$ cat src/rtl/irq_pkg.sv
// Shared types for the interrupt controller.
// Assumes: register address map and edge-select encodings are fixed here.
package irq_pkg;

    typedef enum logic [2:0] {
        SQ_IDLE,
        SQ_SAVE,
        SQ_HI,
        SQ_LO,
        SQ_DONE
    } seq_state_t;

    typedef enum logic [1:0] {
        EDGE_RISE,
        EDGE_FALL,
        EDGE_BOTH
    } edge_kind_t;

    localparam logic [1:0] ADDR_REQ  = 2'd0;
    localparam logic [1:0] ADDR_MASK = 2'd1;
    localparam logic [1:0] ADDR_PRIO = 2'd2;

    // Maps the edge-select field to the trigger kind of one programmable line.
    function automatic edge_kind_t line_mode(input logic [1:0] sel, input logic second);
        edge_kind_t k;
        case (sel)
            2'b00:   k = EDGE_FALL;
            2'b01:   k = second ? EDGE_FALL : EDGE_RISE;
            2'b10:   k = second ? EDGE_RISE : EDGE_FALL;
            default: k = EDGE_BOTH;
        endcase
        return k;
    endfunction

endpackage

$ cat src/rtl/irq_edge_unit.sv
// Synchronizes every request line through two flops and detects edges.
// Lines LINE_A and LINE_B follow the programmable edge select; the rest
// detect rising edges only. hit_o is combinational from the flop chain.
// Assumes: source lines are low while reset is applied.
module irq_edge_unit
    import irq_pkg::*;
#(
    parameter int NUM_SRC = 6,
    parameter int LINE_A  = 0,
    parameter int LINE_B  = 2
) (
    input  logic               clk,
    input  logic               rst_n,
    input  logic [NUM_SRC-1:0] src_i,
    input  logic [1:0]         edge_sel_i,
    output logic [NUM_SRC-1:0] hit_o
);

    logic [NUM_SRC-1:0] sync1_q, sync2_q, prev_q;

    // Two-flop synchronizer followed by a history flop for edge detection.
    always_ff @(posedge clk) begin
        if (!rst_n) begin
            sync1_q <= '0;
            sync2_q <= '0;
            prev_q  <= '0;
        end else begin
            sync1_q <= src_i;
            sync2_q <= sync1_q;
            prev_q  <= sync2_q;
        end
    end

    for (genvar g = 0; g < NUM_SRC; g++) begin : g_line
        logic rise, fall;
        assign rise = sync2_q[g] & ~prev_q[g];
        assign fall = ~sync2_q[g] & prev_q[g];
        if (g == LINE_A || g == LINE_B) begin : g_prog
            edge_kind_t mode;
            assign mode     = line_mode(edge_sel_i, (g == LINE_B));
            assign hit_o[g] = (mode == EDGE_RISE) ? rise :
                              (mode == EDGE_FALL) ? fall : (rise | fall);
        end else begin : g_fixed
            assign hit_o[g] = rise;
        end
    end

endmodule

$ cat src/rtl/irq_prio_pick.sv
// Picks one pending request. The priority value selects a rotation whose
// first source is that value; out-of-range values give lowest-index order.
// Purely combinational; the clock only samples the check.
module irq_prio_pick #(
    parameter int NUM_SRC = 6,
    parameter int IDX_W   = $clog2(NUM_SRC),
    parameter int PRIO_W  = IDX_W
) (
    input  logic               clk,
    input  logic               rst_n,
    input  logic [NUM_SRC-1:0] pend_i,
    input  logic [PRIO_W-1:0]  prio_i,
    output logic               any_o,
    output logic [IDX_W-1:0]   win_o
);

    // Walks the rotation from the base source and stops at the first pending one.
    always_comb begin
        int base;
        int idx;
        logic found;
        base  = (int'(prio_i) < NUM_SRC) ? int'(prio_i) : 0;
        found = 1'b0;
        win_o = '0;
        for (int k = 0; k < NUM_SRC; k++) begin
            idx = base + k;
            if (idx >= NUM_SRC) idx = idx - NUM_SRC;
            if (!found && pend_i[idx]) begin
                found = 1'b1;
                win_o = IDX_W'(idx);
            end
        end
        any_o = found;
    end


    win_pending_chk: assert property (@(posedge clk) disable iff (!rst_n)
        any_o |-> pend_i[win_o]);

endmodule

$ cat src/rtl/irq_vec_seq.sv
// Interrupt sequence: save pulse, two single-beat program reads (high byte
// at 2n, low byte at 2n+1), then a one-cycle vector output.
// Assumes: grant_i is raised only while idle_o is high.
module irq_vec_seq
    import irq_pkg::*;
#(
    parameter int NUM_SRC = 6,
    parameter int IDX_W   = $clog2(NUM_SRC),
    parameter int DATA_W  = 8,
    parameter int PM_AW   = 12
) (
    input  logic                clk,
    input  logic                rst_n,
    input  logic                grant_i,
    input  logic [IDX_W-1:0]    win_i,
    input  logic [2*DATA_W-1:0] pc_i,
    input  logic [DATA_W-1:0]   flags_i,
    output logic                idle_o,
    output logic                save_valid_o,
    output logic [2*DATA_W-1:0] save_pc_o,
    output logic [DATA_W-1:0]   save_flags_o,
    output logic                mem_rd_o,
    output logic [PM_AW-1:0]    mem_addr_o,
    input  logic [DATA_W-1:0]   mem_rdata_i,
    input  logic                mem_rvalid_i,
    output logic                vec_valid_o,
    output logic [2*DATA_W-1:0] vec_addr_o,
    output logic [IDX_W-1:0]    vec_src_o
);

    seq_state_t          state_q;
    logic [IDX_W-1:0]    src_q;
    logic [DATA_W-1:0]   hi_q, lo_q;
    logic [2*DATA_W-1:0] pc_q;
    logic [DATA_W-1:0]   fl_q;

    // State machine stepping through save, two fetches and completion.
    always_ff @(posedge clk) begin
        if (!rst_n) begin
            state_q <= SQ_IDLE;
            src_q   <= '0;
            hi_q    <= '0;
            lo_q    <= '0;
            pc_q    <= '0;
            fl_q    <= '0;
        end else begin
            case (state_q)
                SQ_IDLE: if (grant_i) begin
                    src_q   <= win_i;
                    pc_q    <= pc_i;
                    fl_q    <= flags_i;
                    state_q <= SQ_SAVE;
                end
                SQ_SAVE: state_q <= SQ_HI;
                SQ_HI: if (mem_rvalid_i) begin
                    hi_q    <= mem_rdata_i;
                    state_q <= SQ_LO;
                end
                SQ_LO: if (mem_rvalid_i) begin
                    lo_q    <= mem_rdata_i;
                    state_q <= SQ_DONE;
                end
                default: state_q <= SQ_IDLE;
            endcase
        end
    end

    // Output decode from the current state and captured data.
    always_comb begin
        idle_o       = (state_q == SQ_IDLE);
        save_valid_o = (state_q == SQ_SAVE);
        mem_rd_o     = (state_q == SQ_HI) || (state_q == SQ_LO);
        mem_addr_o   = (PM_AW'(src_q) << 1) | PM_AW'(state_q == SQ_LO);
        vec_valid_o  = (state_q == SQ_DONE);
    end

    assign save_pc_o    = pc_q;
    assign save_flags_o = fl_q;
    assign vec_addr_o   = {hi_q, lo_q};
    assign vec_src_o    = src_q;


    rd_hold_chk: assert property (@(posedge clk) disable iff (!rst_n)
        (mem_rd_o && !mem_rvalid_i) |=> (mem_rd_o && $stable(mem_addr_o)));


    save_then_hi_chk: assert property (@(posedge clk) disable iff (!rst_n)
        save_valid_o |=> (mem_rd_o && !mem_addr_o[0]));


    vec_single_chk: assert property (@(posedge clk) disable iff (!rst_n)
        vec_valid_o |=> !vec_valid_o);

endmodule

$ cat src/rtl/irq_vec_ctrl.sv
// Top: request register with edge select, mask, priority and global enable
// registers, edge detection, priority selection and the vector sequencer.
// Assumes: a register write and a grant may coincide; edges win over clears.
module irq_vec_ctrl
    import irq_pkg::*;
#(
    parameter int NUM_SRC = 6,
    parameter int DATA_W  = 8,
    parameter int PM_AW   = 12
) (
    input  logic                       clk,
    input  logic                       rst_n,
    input  logic [NUM_SRC-1:0]         src_i,
    input  logic                       reg_wr_i,
    input  logic [1:0]                 reg_addr_i,
    input  logic [NUM_SRC+1:0]         reg_wdata_i,
    output logic [NUM_SRC+1:0]         req_reg_o,
    input  logic                       gie_set_i,
    output logic                       gie_o,
    input  logic [2*DATA_W-1:0]        pc_i,
    input  logic [DATA_W-1:0]          flags_i,
    output logic                       save_valid_o,
    output logic [2*DATA_W-1:0]        save_pc_o,
    output logic [DATA_W-1:0]          save_flags_o,
    output logic                       mem_rd_o,
    output logic [PM_AW-1:0]           mem_addr_o,
    input  logic [DATA_W-1:0]          mem_rdata_i,
    input  logic                       mem_rvalid_i,
    output logic                       vec_valid_o,
    output logic [2*DATA_W-1:0]        vec_addr_o,
    output logic [$clog2(NUM_SRC)-1:0] vec_src_o
);

    localparam int IDX_W = $clog2(NUM_SRC);

    logic [NUM_SRC-1:0] req_q, req_n, mask_q, hit;
    logic [1:0]         esel_q;
    logic [IDX_W-1:0]   prio_q, win;
    logic               gie_q, any_pend, seq_idle, grant;
    logic               wr_req;

    assign wr_req = reg_wr_i && (reg_addr_i == ADDR_REQ);
    assign grant  = seq_idle && gie_q && any_pend;

    irq_edge_unit #(.NUM_SRC(NUM_SRC), .LINE_A(0), .LINE_B(2)) u_edge (
        .clk        (clk),
        .rst_n      (rst_n),
        .src_i      (src_i),
        .edge_sel_i (esel_q),
        .hit_o      (hit)
    );

    irq_prio_pick #(.NUM_SRC(NUM_SRC), .IDX_W(IDX_W), .PRIO_W(IDX_W)) u_pick (
        .clk    (clk),
        .rst_n  (rst_n),
        .pend_i (req_q & mask_q),
        .prio_i (prio_q),
        .any_o  (any_pend),
        .win_o  (win)
    );

    // Next request bits: software clear, grant clear, then new edges on top.
    always_comb begin
        req_n = req_q;
        if (wr_req) req_n = req_n & reg_wdata_i[NUM_SRC-1:0];
        if (grant)  req_n[win] = 1'b0;
        req_n = req_n | hit;
    end

    // Software-visible registers and the global enable.
    always_ff @(posedge clk) begin
        if (!rst_n) begin
            req_q  <= '0;
            esel_q <= '0;
            mask_q <= '0;
            prio_q <= '0;
            gie_q  <= 1'b0;
        end else begin
            req_q <= req_n;
            if (wr_req) esel_q <= reg_wdata_i[NUM_SRC+1:NUM_SRC];
            if (reg_wr_i && reg_addr_i == ADDR_MASK) mask_q <= reg_wdata_i[NUM_SRC-1:0];
            if (reg_wr_i && reg_addr_i == ADDR_PRIO) prio_q <= reg_wdata_i[IDX_W-1:0];
            if (grant)          gie_q <= 1'b0;
            else if (gie_set_i) gie_q <= 1'b1;
        end
    end

    assign req_reg_o = {esel_q, req_q};
    assign gie_o     = gie_q;

    irq_vec_seq #(.NUM_SRC(NUM_SRC), .IDX_W(IDX_W), .DATA_W(DATA_W), .PM_AW(PM_AW)) u_seq (
        .clk          (clk),
        .rst_n        (rst_n),
        .grant_i      (grant),
        .win_i        (win),
        .pc_i         (pc_i),
        .flags_i      (flags_i),
        .idle_o       (seq_idle),
        .save_valid_o (save_valid_o),
        .save_pc_o    (save_pc_o),
        .save_flags_o (save_flags_o),
        .mem_rd_o     (mem_rd_o),
        .mem_addr_o   (mem_addr_o),
        .mem_rdata_i  (mem_rdata_i),
        .mem_rvalid_i (mem_rvalid_i),
        .vec_valid_o  (vec_valid_o),
        .vec_addr_o   (vec_addr_o),
        .vec_src_o    (vec_src_o)
    );


    grant_drops_gie_chk: assert property (@(posedge clk) disable iff (!rst_n)
        grant |=> !gie_q);


    grant_clears_req_chk: assert property (@(posedge clk) disable iff (!rst_n)
        (grant && !hit[win]) |=> !req_q[$past(win)]);


    no_regrant_chk: assert property (@(posedge clk) disable iff (!rst_n)
        save_valid_o |=> !save_valid_o);

endmodule

$ cat config.mk
export PLATFORM = sky130hd
export DESIGN_NAME = irq_vec_ctrl
export DESIGN_NICKNAME = d
export VERILOG_FILES = /design/src/rtl/irq_pkg.sv /design/src/rtl/irq_edge_unit.sv /design/src/rtl/irq_prio_pick.sv /design/src/rtl/irq_vec_seq.sv /design/src/rtl/irq_vec_ctrl.sv
export SDC_FILE = /design/constraint.sdc
export NUM_CORES = 1
export LEC_CHECK = 0
export ABC_CLOCK_PERIOD_IN_PS = 3700
export BUFFER_PORTS_ARGS = -buffer_cell sky130_fd_sc_hd__clkbuf_2
export CAP_MARGIN = 20
export CORE_UTILIZATION = 43
export DETAILED_ROUTE_END_ITERATION = 6
export PLACE_DENSITY_LB_ADDON = 0.2
export SETUP_SLACK_MARGIN = 0.1
export SYNTH_ARGS = -nofsm -noshare
export SYNTH_HDL_FRONTEND = slang
export SYNTH_SLANG_ARGS = --single-unit
export TNS_END_PERCENT = 10
$ cat constraint.sdc
create_clock -name clk -period 3.7 [get_ports clk]
set_input_delay 0.37 -clock clk [delete_from_list [all_inputs] [get_ports clk]]
set_output_delay 0.37 -clock clk [all_outputs]
set_load 0.005 [all_outputs]
Word level (Yosys, flattened, before mapping)
Cells that the tools add are included.
W data, S select, Z words.
- memory bits (writable): 0
- logic and storage cells: 158
- latch bits: 0
- ROM bits: 0
- bits of input ports: 53
- memories kept: 0
- register bits after elaboration: 82
- reduce and logical (&&, ||, !) cells: 29
- divide/modulo/power cells: 0
- add/sub/neg operators: 11
- multiplexer cells: 51
- shift-type cells: 0
- order comparisons: 15
- bitwise operators: 25
- $mul: 0
- equality and inequality tests: 13
- operators by type and width (kind ; count):
    $ge A32 B4 Y1 const B ; 6
    $lt A32 B5 Y1 const B ; 6
    $mux W32 ; 6
    $sub A32 B4 Y32 const B ; 6
    $add A32 B3 Y32 const B ; 2
    $add A32 B4 Y32 const B ; 2
    $add A32 B2 Y32 const B ; 1
    $mux W3 ; 10
    $mux W1 ; 23
    $and A6 B6 Y6 ; 3
    $bmux W1 S3 ; 6
    $mux W6 ; 2
    $pmux W3 S4 ; 1
    $logic_and A1 B1 Y1 ; 11
    $not A1 Y1 ; 9
    $and A1 B1 Y1 ; 8
    $eq A2 B1 Y1 const B ; 4
    $logic_not A2 Y1 ; 4
    $pmux W2 S2 ; 2
    $eq A3 B2 Y1 const B ; 2
    $not A6 Y6 ; 1
    $or A6 B6 Y6 ; 1
    $reduce_and A2 Y1 ; 3
    $reduce_or A2 Y1 ; 3
    other kinds (15) ; 22

Depth between registers and ports, before layout
Gate-level depths: netlist of the first run.
- depth in word-level cells: 31
- depth in mapped cells: 18
- depth with buffers taken out: 14

Modules after synthesis
A second synthesis of the first run with hierarchy kept.
- cell total of the unflattened synthesis: 486
- area, all modules: 4160.2 µm²
- modules (own cells, without submodules) (module ; cells each ; times used ; area each (µm²) ; seq. area each (µm²)):
    irq_vec_seq ; 215 ; 1 ; 1815.5 ; 920.9
    irq_prio_pick ; 128 ; 1 ; 909.6 ; 0.0
    irq_vec_ctrl ; 82 ; 1 ; 785.8 ; 360.3
    irq_edge_unit ; 61 ; 1 ; 649.4 ; 360.3

Least setup slack after synthesis of the first run
Ideal clock, no wire load.
- path kind: flip-flop to flip-flop
- start point: register prio_q[1]
- end point: register req_q[1]
- period minus slack after synthesis: 3811 ps
- required time: 3627 ps
- arrival: 3739 ps
- slack: -111 ps
- cell stages (with the launch flop): 18
- library setup time: 73 ps
- path through: dfxtp_1 -> ha_1 -> nor2b_4 -> buf_6 -> buf_4 -> ha_1 -> inv_1 -> ha_1 -> ha_1 -> a21oi_1 -> a221o_1 -> a221o_1 -> buf_6 -> or4_4 -> a311oi_2 -> o32ai_1 -> and3_1 -> o22ai_2
- word-level cells in the longest chain between the ends: 31
- elaborated cells between the ends (all ways): 75
- RTL lines (item ; RTL line ; text):
    from (decl) ; irq_vec_ctrl.sv:38 ; logic [IDX_W-1:0] prio_q, win;
    from (signal assigned) ; irq_vec_ctrl.sv:82 ; if (reg_wr_i && reg_addr_i == ADDR_PRIO) prio_q <= reg_wdata_i[IDX_W-1:0];
    $lt A3 B3 Y1 ; irq_prio_pick.sv:22 ; base = (int'(prio_i) < NUM_SRC) ? int'(prio_i) : 0;
    $mux W3 * ; irq_prio_pick.sv:22 ;
    branches (longest 27 deep; another with $add A32 B2 Y32) ; - ;
    $mux W6 * ; irq_vec_ctrl.sv:66 ; if (grant) req_n[win] = 1'b0;
    $or A6 B6 Y6 * ; irq_vec_ctrl.sv:67 ; req_n = req_n | hit;
    to (signal assigned) ; irq_vec_ctrl.sv:79 ; req_q <= req_n;
    to (decl) ; irq_vec_ctrl.sv:36 ; logic [NUM_SRC-1:0] req_q, req_n, mask_q, hit;
Every way passes the cells marked *. The select of a mux whose other input is x is not followed.
A chain may end at the register's enable or synchronous reset.

Worst setup path after layout of the first run
Ends and elaborated chain as after synthesis.

==> reports/results.ini, run 1 <==
[synthesis]
synth_cells = 438
synth_async_reset_ratio_pct = 0
yosys_register_bits = 82
netlist.area_leader.share_pct = 39.8
synth_warnings = 0
synthDistinctLibCells = 59
top_cells_by_area_in_the_synthesized_netlist = sky130_fd_sc_hd__dfxtp_1 40%, sky130_fd_sc_hd__mux2i_1 12%, sky130_fd_sc_hd__nor2b_1 8.0%
synth_top_flop_cell = sky130_fd_sc_hd__dfxtp_1
syn_avg_cell_area_um2 = 9.42
synth.largest_area_cell = sky130_fd_sc_hd__dfxtp_1
netlist_area_mm2 = 0.00412
number_of_enable_flip_flop_cells_after_synthesis = 0
synth-seq-area-share_pct = 39.8

[run]
timing.max_cap.violations = 0

[power_and_ir_drop]
internal-power_uw = 1380
power.clock.fraction_pct = 35.2
power.switching_uw = 500
power_uw = 1880
total_power_density_per_cell_area_mw_per_mm2 = 364
share_seq_of_total_power_pct = 50.0
static-leakage-power_uw = 0.00235
power.share.switching_pct = 26.6
pwr-share-comb_pct = 14.8
power.ir.vdd_worst_mv = 0.264

[sta]
clock_skew_ns = 0.0120
final.setup.tns_ns = 0
max_slew.worst_pin.slew_ns = 0.849
maxSlewHeadroom_pct = 43.4
finalWorstPathRequiredPeriod_ns = 3.56
post-route-worst-setup-slack_ns = 0.143
report.final.hold_viol_count = 0
timing.final.setup_violations = 0
grt_setup_unrepaired = yes
final_cycle_share_pct = 96.1
fmax_mhz = 281
timing_max_transition_violations_final = 0

[clock_network]
htreeDepth = 3
cts.sinks = 82
cts_made_buffers = 9
clock_latency_ns = 0.35
clk_tree_root_cell = sky130_fd_sc_hd__clkbuf_8
number_of_hold_buffers_added_after_cts = 0
clk_pin_slew_worst_paths_ns = 0.09
tritoncts = built
clock_path_buffers = 2

[worst_setup_path]
timing_worst_setup_path_type = reg2reg
ff2ff_setup_slack_ns = 0.14
critPathMaxFanout = 7
cp.arrival_ns = 3.79
setup.worst_path.end_class = flip-flop
crit_path_start_kind = flip-flop
regToRegStartpoint = prio_q[1]
crit-reg2reg-capture = req_q[1]
required_ns = 3.93
r2r.worst_path.cells = 15

[routing]
detailedRoute.firstIterationViolations = 98
first_pass_iters = 4
avgViaCountPerCell = 4.95
drt.antenna.violating_nets = 0
avgRoutedWirePerCell_um = 13.5
remaining_drc_errors = 0
wl_um = 9200
vias = 3374

[die]
core_area_mm2 = 0.00928
die_x_um = 99.9
core.rowCount = 35
io-pin-count = 120
floorplan.die.height_um = 99.9
dieArea_mm2 = 0.00999
floorplan.initialDensity_pct = 44.4

[placed_design]
placement.io_buffers = 111
place.detailed.hpwl_um = 6950
placement.cell_area_mm2 = 0.00479
place_congestion = 0.864
dpl_worst_slack_ns = 0.0975

[global_routing]
initial_antenna_violation_count = 0
first_pass_grt_wire_length_um = 14300
grt_max_degree = 55
grt_use_total_pct = 18.3
globalRouteOverflowTotal = 0
first_global_vias = 3105

[final_layout]
design_area_mm2 = 0.00516
n_antenna_cell = 0
layout-drive-gt1-share_pct = 32.2
layout.nets = 614
layout-area-overhead-vs-synth_pct = 25.0

[status]
status = finished clean

[hold_path]
min_path_cells = 2
hold_path.startpoint = src_i[0]
hp-class = in2reg
worst_hold_path.endpoint = u_edge.sync1_q[0]

[critical path, stage by stage, from the launching register on]
cell,delay (ns)
sky130_fd_sc_hd__dfxtp_4,0.38
sky130_fd_sc_hd__ha_4,0.17
sky130_fd_sc_hd__nor2b_4,0.15
sky130_fd_sc_hd__ha_4,0.14
sky130_fd_sc_hd__inv_2,0.04
sky130_fd_sc_hd__ha_4,0.26
sky130_fd_sc_hd__ha_4,0.28
sky130_fd_sc_hd__a21oi_2,0.03
sky130_fd_sc_hd__a221o_1,0.33
sky130_fd_sc_hd__a221o_2,0.44
sky130_fd_sc_hd__buf_6,0.15
sky130_fd_sc_hd__and4_1,0.19
sky130_fd_sc_hd__nor4_1,0.29
sky130_fd_sc_hd__o32a_1,0.34
sky130_fd_sc_hd__and3_1,0.21
sky130_fd_sc_hd__o22ai_2,0.05
[power by group through the flow]
stage / Clock [µW] / Combinational (µW) / Sequential [µW]
6_report: 661 / 278 / 939
5_1_grt: 724 / 307 / 944
2_1_floorplan: 0 / 173 / 956
4_1_cts: 688 / 257 / 940
3_3_place_gp: 0 / 250 / 960
3_5_place_dp: 0 / 254 / 961
[cell usage in the layout, fill, tap and decap left out, types with 5 or more instances in the layout]
cell	netlist	final
sky130_fd_sc_hd__a21boi_0	8	8
sky130_fd_sc_hd__a21oi_1	10	9
sky130_fd_sc_hd__and2_1	22	21
sky130_fd_sc_hd__and3_1	6	6
sky130_fd_sc_hd__buf_4	13	14
sky130_fd_sc_hd__clkbuf_2	0	111
sky130_fd_sc_hd__clkbuf_8	0	9
sky130_fd_sc_hd__conb_1	1	8
sky130_fd_sc_hd__dfxtp_1	82	80
sky130_fd_sc_hd__ha_1	13	7
sky130_fd_sc_hd__ha_4	0	5
sky130_fd_sc_hd__inv_1	15	14
sky130_fd_sc_hd__mux2_2	5	5
sky130_fd_sc_hd__mux2i_1	48	48
sky130_fd_sc_hd__nand2_1	38	38
sky130_fd_sc_hd__nand3_1	6	5
sky130_fd_sc_hd__nor2_1	12	11
sky130_fd_sc_hd__nor2b_1	53	53
sky130_fd_sc_hd__o211ai_1	7	7
sky130_fd_sc_hd__o21ai_0	9	9
[worst max path at each step]
stage                       endpoint  depth (start not counted)  startpoint  slack [ns]
2_1_floorplan  u_seq.save_flags_o[0]                         16   prio_q[1]        0.09
3_3_place_gp                req_q[2]                         14   prio_q[1]        0.14
3_5_place_dp                req_q[2]                         13   prio_q[1]         0.1
4_1_cts                     req_q[1]                         13   prio_q[1]        0.08
5_1_grt                     req_q[2]                         14   prio_q[2]     -0.0002
6_report                    req_q[1]                         15   prio_q[1]        0.14
[registers in the layout (all words and copies together), names as in the netlist, 3 cells and up]
signal and cells:
prio_q 3, u_seq.lo_q 8, u_seq.save_pc_o 16, u_edge.sync1_q 6
req_q 6, u_edge.prev_q 6, u_seq.state_q 3, u_seq.hi_q 8
mask_q 6, u_seq.vec_src_o 3, u_seq.save_flags_o 8, u_edge.sync2_q 6
[layout make-up]
cell class / count / area (µm²)
well taps: 129 / 161
clock buffers: 10 / 128
repair buffers: 127 / 683
flip-flops and latches: 82 / 1650
multi-input cells: 312 / 2400
inverters: 16 / 60.1
fillers: 888 / 4130
clock inverters: 6 / 73.8
[logic make-up (layout without fill, tap and decap cells)]
kind of cell	after synthesis	count (layout)	share of synthesized area [%]
xor gates and xnor gates	2	2	0.425
and+or+nand+nor	163	163	22.5
adders and majority gates	13	13	3.94
DFF	82	82	39.8
other	1	8	0.0909
AOI/OAI and AO/OA	69	69	12.4
muxes	57	57	14.6
buffers and inverters	51	159	6.34
[cell usage after synthesis (all sizes together) (4+ instances only)]
cell,number
mux2i,48
and3b,4
o211ai,7
mux2,8
nor2b,54
inv,16
nand3b,4
nor2,12
and3,6
nor3,4
dfxtp,82
a21boi,9
and2,22
nand3,6
a21oi,10
o22ai,5
nor3b,4
o21ai,11
ha,13
buf,20
nand2,38
clkbuf,15
[metrics by stage]
step	cells	hold WS, ns	util (%)
after floorplan	445	0.388	-
after global placement	661	0.390	51.6
after detailed placement	661	0.401	51.6
after CTS	677	0.212	53.8
after global routing	682	0.216	55.5
final	682	0.226	55.5
[repair_timing]
item                       CTS  global route
setup buffers                0             5
resized for setup            1            23
pin swaps                    0            14
setup endpoints to repair    6            34
[metal layers]
| metal | vias to the layer above | track usage, % | wire (µm) |
|---|---|---|---|
| met4 | 0 | 6.00 | 108 |
| met1 | 1564 | 22.6 | 4210 |
| met2 | 79 | 31.7 | 4530 |
| met3 | 10 | 4.11 | 353 |
| met5 | - | 0 | 0 |
| li1 | 1721 | - | - |
No activity file was read; power rests on OpenSTA's default activity.
==> run 2, diff against run 1 <==
Settings changed: PLACE_DENSITY set to 0.71, PLACE_DENSITY_LB_ADDON 0.2 to not set, SKIP_LAST_GASP set to 1.
==> run 2 against run 1 <==
Flip-flop and latch count is the same. Hold slack worse by 0.014 ns. Critical endpoint unchanged. Clock skew shrank 0.00078 ns. Global-route usage is 0.93 points higher. Power is 0.41% higher. Largest cell class unchanged. Highest routed layer unchanged.
==> reports/results.ini, run 2 (synthesis results as in run 1) <==
[clock_network]
cts_made_buffers = 9  ; unchanged
clock_path_buffers = 2  ; unchanged
clk_pin_slew_worst_paths_ns = 0.09  ; about the same
htreeDepth = 3  ; unchanged
clk_tree_root_cell = sky130_fd_sc_hd__clkbuf_8
cts.sinks = 82  ; unchanged
number_of_hold_buffers_added_after_cts = 0  ; unchanged
clock_latency_ns = 0.36  ; about the same
tritoncts = built

[final_layout]
layout_common_cells = 111 x sky130_fd_sc_hd__clkbuf_2, 80 x sky130_fd_sc_hd__dfxtp_1, 53 x sky130_fd_sc_hd__nor2b_1
layout.nets = 619  ; +0.81%
n_antenna_cell = 0  ; unchanged
design_area_mm2 = 0.00519  ; +0.58%
mostFrequentLayoutCell = sky130_fd_sc_hd__clkbuf_2
layout-drive-gt1-share_pct = 33.0  ; +0.79 points
layout-area-overhead-vs-synth_pct = 25.8
max_ffs_per_register = 16  ; unchanged

[routing]
drt.antenna.violating_nets = 0  ; unchanged
avgViaCountPerCell = 5.01  ; +1.2%
vias = 3439  ; +1.9%
detailedRoute.firstIterationViolations = 107  ; +9.2%
wl_um = 9670  ; +5.1%
avgRoutedWirePerCell_um = 14.1  ; +4.3%
first_pass_iters = 4  ; unchanged
remaining_drc_errors = 0  ; unchanged

[global_routing]
initial_antenna_violation_count = 0  ; unchanged
first_global_vias = 3195  ; +2.9%
globalRouteMet1Util_pct = 24.9  ; +2.3 points
global_route.peak_usage_layer = met2
grtUsageMet3_pct = 4.39  ; +0.28 points
first_pass_grt_wire_length_um = 15200  ; +6.1%
grt_use_met2_pct = 30.6  ; -1.1 points
grt_use_total_pct = 19.3  ; +0.93 points
globalRouteOverflowTotal = 0  ; unchanged
grt_max_degree = 67  ; +22%

[worst_setup_path]
timing.critical_path.slowest_stage_cell = sky130_fd_sc_hd__a221o_1
setup.worst_path.end_class = flip-flop
path_common_cell = sky130_fd_sc_hd__ha_4
crit_path_cell_trace = ha_4, nor2b_4, ha_2, inv_2, ha_4, ha_4, a21oi_1, a221o_1, a221o_1, buf_6, and4_1, nor4_2, o32a_1, and3_1, o22ai_2
critPathMaxFanout = 6  ; -1
crit_path_start_kind = flip-flop
worst_path_largest_cell_delay_ns = 0.41  ; -0.03 ns
cp.arrival_ns = 3.78  ; about the same
critical-path-top-delay-family = compound AO/OA/AOI/OAI gates
timing_worst_setup_path_type = reg2reg
required_ns = 3.94  ; about the same
critical_path_buf_inv_count = 2  ; unchanged

[placed_design]
place_congestion = 0.898  ; +3.9%
place.detailed.hpwl_um = 7170  ; +3.2%
placement.io_buffers = 111  ; unchanged
placement.cell_area_mm2 = 0.00480  ; +0.16%

[status]
status = finished clean

[sta]
final_cycle_share_pct = 95.6  ; -0.48 points
timing.final.setup_violations = 0  ; unchanged
timing_max_transition_violations_final = 0  ; unchanged
report.final.hold_viol_count = 0  ; unchanged
maxSlewHeadroom_pct = 66.2  ; +23 points
finalWorstPathRequiredPeriod_ns = 3.54  ; -0.0176 ns
worst_hold_slack_ns = 0.212  ; -0.0142 ns
grt_setup_unrepaired = yes
clock_skew_ns = 0.0112  ; -0.000781 ns
fmax_mhz = 283  ; +0.50%
max_slew.worst_pin.slew_ns = 0.501  ; -0.348 ns

[power_and_ir_drop]
static-leakage-power_uw = 0.00238  ; +1.3%
power.ir.vdd_worst_mv = 0.253  ; -3.9%
total_power_density_per_cell_area_mw_per_mm2 = 364  ; -0.18%

[die]
floorplan.die.height_um = 99.9  ; unchanged
core_area_mm2 = 0.00928  ; unchanged
io-pin-count = 120  ; unchanged
dieArea_mm2 = 0.00999  ; unchanged
floorplan.initialDensity_pct = 44.4  ; unchanged
die_x_um = 99.9  ; unchanged
core.rowCount = 35  ; unchanged

[run]
timing.max_cap.violations = 0  ; unchanged

[hold_path]
hp-class = in2reg

==> run 2: path summary, 6_finish.rpt <==
check | startpoint | to | slack, ns | depth (start not counted)
hold / removal | src_i[3] | u_edge.sync1_q[3] | 0.21 | 2
setup reg to reg | prio_q[1] | req_q[1] | 0.16 | 15
hold reg to reg | u_edge.prev_q[4] | req_q[4] | 0.43 | 1
setup / recovery | prio_q[1] | req_q[1] | 0.16 | 15
==> run 2: metrics by stage <==
stage / util, % / total power, µW / std cells / setup TNS (ns) / worst slack (ns)
after floorplan: - / 1130 / 445 / 0 / 0.0918
after global routing: 55.9 / 1970 / 687 / 0 / 0.0491
after detailed placement: 51.7 / 1220 / 662 / -0.0286 / -0.0109
final: 55.9 / 1890 / 687 / 0 / 0.161
after global placement: 51.7 / 1210 / 662 / 0 / 0.0828
after CTS: 54.4 / 1890 / 680 / 0 / 0.0655
==> run 2: what timing repair did <==
action                                  4_1_cts  5_1_grt
endpoints found under the setup margin       32       34
pin swaps                                     3       14
gates resized for setup                       6       16
buffers inserted                              2        6
==> run 2: per-layer routing <==
layer / wire length (µm) / share of wire [%]
met5: 0 / 0
met2: 4560 / 47
met4: 236 / 2.4
met3: 484 / 5.0
met1: 4380 / 45
==> run 2: layout make-up <==
type	instances	area (µm²)
clock buffers	9	124
multi-input cells	312	2380
well taps	129	161
clock inverters	7	76.3
fillers	869	4100
flip-flops and latches	82	1650
repair buffers	132	733
inverters	16	60.1
==> run 2: report_power, final <==
part | leakage (µW) | switching [µW] | internal, µW
clock | 0.0000962 | 345 | 316
combinational | 0.00161 | 140 | 145
sequential | 0.000668 | 23.3 | 916
==> run 2: worst reg2reg max path, cell delays in order (launching register included) <==
cell and delay (ns):
sky130_fd_sc_hd__dfxtp_4 0.38, sky130_fd_sc_hd__ha_4 0.17, sky130_fd_sc_hd__nor2b_4 0.14, sky130_fd_sc_hd__ha_2 0.20, sky130_fd_sc_hd__inv_2 0.04, sky130_fd_sc_hd__ha_4 0.27, sky130_fd_sc_hd__ha_4 0.27, sky130_fd_sc_hd__a21oi_1 0.04
sky130_fd_sc_hd__a221o_1 0.29, sky130_fd_sc_hd__a221o_1 0.41, sky130_fd_sc_hd__buf_6 0.17, sky130_fd_sc_hd__and4_1 0.18, sky130_fd_sc_hd__nor4_2 0.29, sky130_fd_sc_hd__o32a_1 0.32, sky130_fd_sc_hd__and3_1 0.20, sky130_fd_sc_hd__o22ai_2 0.06
==> run 3, diff against run 2 <==
Settings changed: CORE_UTILIZATION 43 to 35, CTS_BUF_LIST set to sky130_fd_sc_hd__clkbuf_16, PLACE_DENSITY 0.71 to not set.
==> run 3 against run 2 <==
Die area grew 22%. Register-to-register slack is essentially flat. Count of clock-buffer cells in the layout is the same. Fmax shrank 0.25%. Sequential power is essentially flat. Sequential share of layout area shrank 0.36 points. Wire length shrank 0.10%. Via count grew 0.84%. Critical endpoint unchanged.
==> reports/results.ini, run 3 (synthesis results as in run 1) <==
[placed_design]
placement.io_buffers = 111  ; unchanged
place.detailed.hpwl_um = 7040  ; -1.9%
numPlacedInstances = 676  ; +2.1%
place_congestion = 0.906  ; +0.90%

[worst_setup_path]
r2r.worst_path.cells = 14  ; -1
ff2ff_setup_slack_ns = 0.15  ; about the same
crit_path_start_kind = flip-flop
required_ns = 3.96  ; +0.02 ns
regToRegStartpoint = prio_q[1]
crit-reg2reg-capture = req_q[1]
timing_worst_setup_path_type = reg2reg
cp.arrival_ns = 3.81  ; +0.03 ns
critPathMaxFanout = 5  ; -1
setup.worst_path.end_class = flip-flop

[hold_path]
min_path_cells = 2  ; unchanged
worst_hold_path.endpoint = u_edge.sync1_q[2]
hold_path.startpoint = src_i[2]
hp-class = in2reg

[routing]
first_pass_iters = 4  ; unchanged
wl_um = 9660  ; -0.10%
avgViaCountPerCell = 4.96  ; -0.89%
drt.antenna.violating_nets = 0  ; unchanged
vias = 3468  ; +0.84%
remaining_drc_errors = 0  ; unchanged
avgRoutedWirePerCell_um = 13.8  ; -1.8%
detailedRoute.firstIterationViolations = 126  ; +18%

[sta]
fmax_mhz = 282  ; -0.25%
clock_skew_ns = 0.00488  ; -0.00631 ns
grt_setup_unrepaired = yes
finalWorstPathRequiredPeriod_ns = 3.55  ; +0.00871 ns
final.setup.tns_ns = 0  ; unchanged
max_slew.worst_pin.slew_ns = 0.912  ; +0.411 ns
timing.final.setup_violations = 0  ; unchanged
maxSlewHeadroom_pct = 39.2  ; -27 points
report.final.hold_viol_count = 0  ; unchanged
timing_max_transition_violations_final = 0  ; unchanged
final_cycle_share_pct = 95.9  ; +0.24 points

[die]
io-pin-count = 120  ; unchanged
core_area_mm2 = 0.0115  ; +24%
die_x_um = 111  ; +11%
floorplan.die.height_um = 111  ; +11%
core.rowCount = 39  ; +11%
floorplan.initialDensity_pct = 36.0  ; -8.5 points
dieArea_mm2 = 0.0122  ; +22%

[power_and_ir_drop]
power_uw = 2010  ; +6.5%
power.share.switching_pct = 25.1  ; -1.8 points
share_seq_of_total_power_pct = 46.8  ; -3.0 points
power.ir.vdd_worst_mv = 0.200  ; -21%
static-leakage-power_uw = 0.00241  ; +1.1%
power.switching_uw = 505  ; -0.70%
power.clock.fraction_pct = 39.2  ; +4.1 points
pwr-share-comb_pct = 14.0  ; -1.1 points
total_power_density_per_cell_area_mw_per_mm2 = 383  ; +5.3%
internal-power_uw = 1500  ; +9.2%

[final_layout]
n_antenna_cell = 0  ; unchanged
layout.nets = 617  ; -0.32%
fill_cells = 1095  ; +26%
layout-drive-gt1-share_pct = 31.7  ; -1.3 points
mostFrequentLayoutCell = sky130_fd_sc_hd__clkbuf_2
final_core_utilization_pct = 45.7  ; -10 points
max_ffs_per_register = 16  ; unchanged
layout-area-overhead-vs-synth_pct = 27.2
instances_no_fill = 699  ; +1.7%
sequential_cell_area_mm2 = 0.00165  ; unchanged
multiInputGateArea_mm2 = 0.00239  ; +0.32%
layout_common_cells = 111 x sky130_fd_sc_hd__clkbuf_2, 80 x sky130_fd_sc_hd__dfxtp_1, 53 x sky130_fd_sc_hd__nor2b_1

[clock_network]
htreeDepth = 3  ; unchanged
tritoncts = built
clock_latency_ns = 0.33  ; -0.03 ns
clk_tree_root_cell = sky130_fd_sc_hd__clkbuf_16
cts_made_buffers = 9  ; unchanged
clk_pin_slew_worst_paths_ns = 0.06  ; -0.03 ns
number_of_hold_buffers_added_after_cts = 0  ; unchanged
cts.sinks = 82  ; unchanged
clock_path_buffers = 2  ; unchanged

[global_routing]
first_global_vias = 3364  ; +5.3%
grt_use_total_pct = 15.7  ; -3.6 points
grt_max_degree = 58  ; -13%
first_pass_grt_wire_length_um = 15700  ; +2.9%
globalRouteOverflowTotal = 0  ; unchanged
initial_antenna_violation_count = 0  ; unchanged

[status]
status = finished clean

[run]
timing.max_cap.violations = 0  ; unchanged

==> run 3: worst max-delay path by stage <==
stage,start,to,depth (start not counted)
2_1_floorplan,prio_q[1],u_seq.save_flags_o[0],16
3_3_place_gp,prio_q[1],req_q[5],14
3_5_place_dp,prio_q[1],req_q[1],13
4_1_cts,prio_q[1],req_q[1],14
5_1_grt,prio_q[1],req_q[2],15
6_report,prio_q[1],req_q[1],14
==> run 3: metal layers <==
layer	up-vias	global-route usage, %	part of all wire [%]
met5	-	0	0
met4	0	7.64	2.2
met3	18	3.90	5.0
met2	118	26.1	48
met1	1609	18.8	44
li1	1723	-	-
==> run 3: cell type report <==
cell class                 count  share of cell area [%]
tap                          143                    3.41
clock buffer                   9                    4.29
multi-input combinational    313                    45.6
clock inverter                 7                   0.740
timing repair buffer         129                    13.4
inverter                      16                    1.15
sequential                    82                    31.4
==> run 3: critical path: stages, from the launching register on <==
cell and delay, ns:
sky130_fd_sc_hd__dfxtp_4 0.37, sky130_fd_sc_hd__ha_4 0.17, sky130_fd_sc_hd__nor2b_4 0.16, sky130_fd_sc_hd__ha_4 0.15, sky130_fd_sc_hd__inv_2 0.04, sky130_fd_sc_hd__ha_4 0.25
sky130_fd_sc_hd__ha_4 0.29, sky130_fd_sc_hd__a21oi_2 0.03, sky130_fd_sc_hd__a221o_1 0.35, sky130_fd_sc_hd__a221o_2 0.41, sky130_fd_sc_hd__or4_4 0.56, sky130_fd_sc_hd__a311oi_4 0.26
sky130_fd_sc_hd__o32ai_4 0.16, sky130_fd_sc_hd__and3_1 0.20, sky130_fd_sc_hd__o22ai_2 0.07
==> run 3: power groups by stage <==
stage               clock network [µW]  logic (µW)  registers [µW]
finish                             788         281             940
global route                       850         305             945
CTS                                819         264             941
detailed placement                   0         260             961
global placement                     0         257             959
floorplan                            0         173             956
==> run 3: repair_timing <==
action | CTS | global route
pin swaps | 0 | 12
gates resized for setup | 2 | 16
setup buffers | 0 | 6
cloned | 0 | 1
endpoints found under the setup margin | 6 | 34
==> run 3: through the flow <==
stage	hold WS [ns]	instance area (µm²)	worst slack, ns
final	0.242	5250	0.152
after global routing	0.243	5250	0.0607
after CTS	0.225	5100	0.0504
after detailed placement	0.400	4830	0.0825
after global placement	0.396	4830	0.165
after floorplan	0.388	4200	0.0918
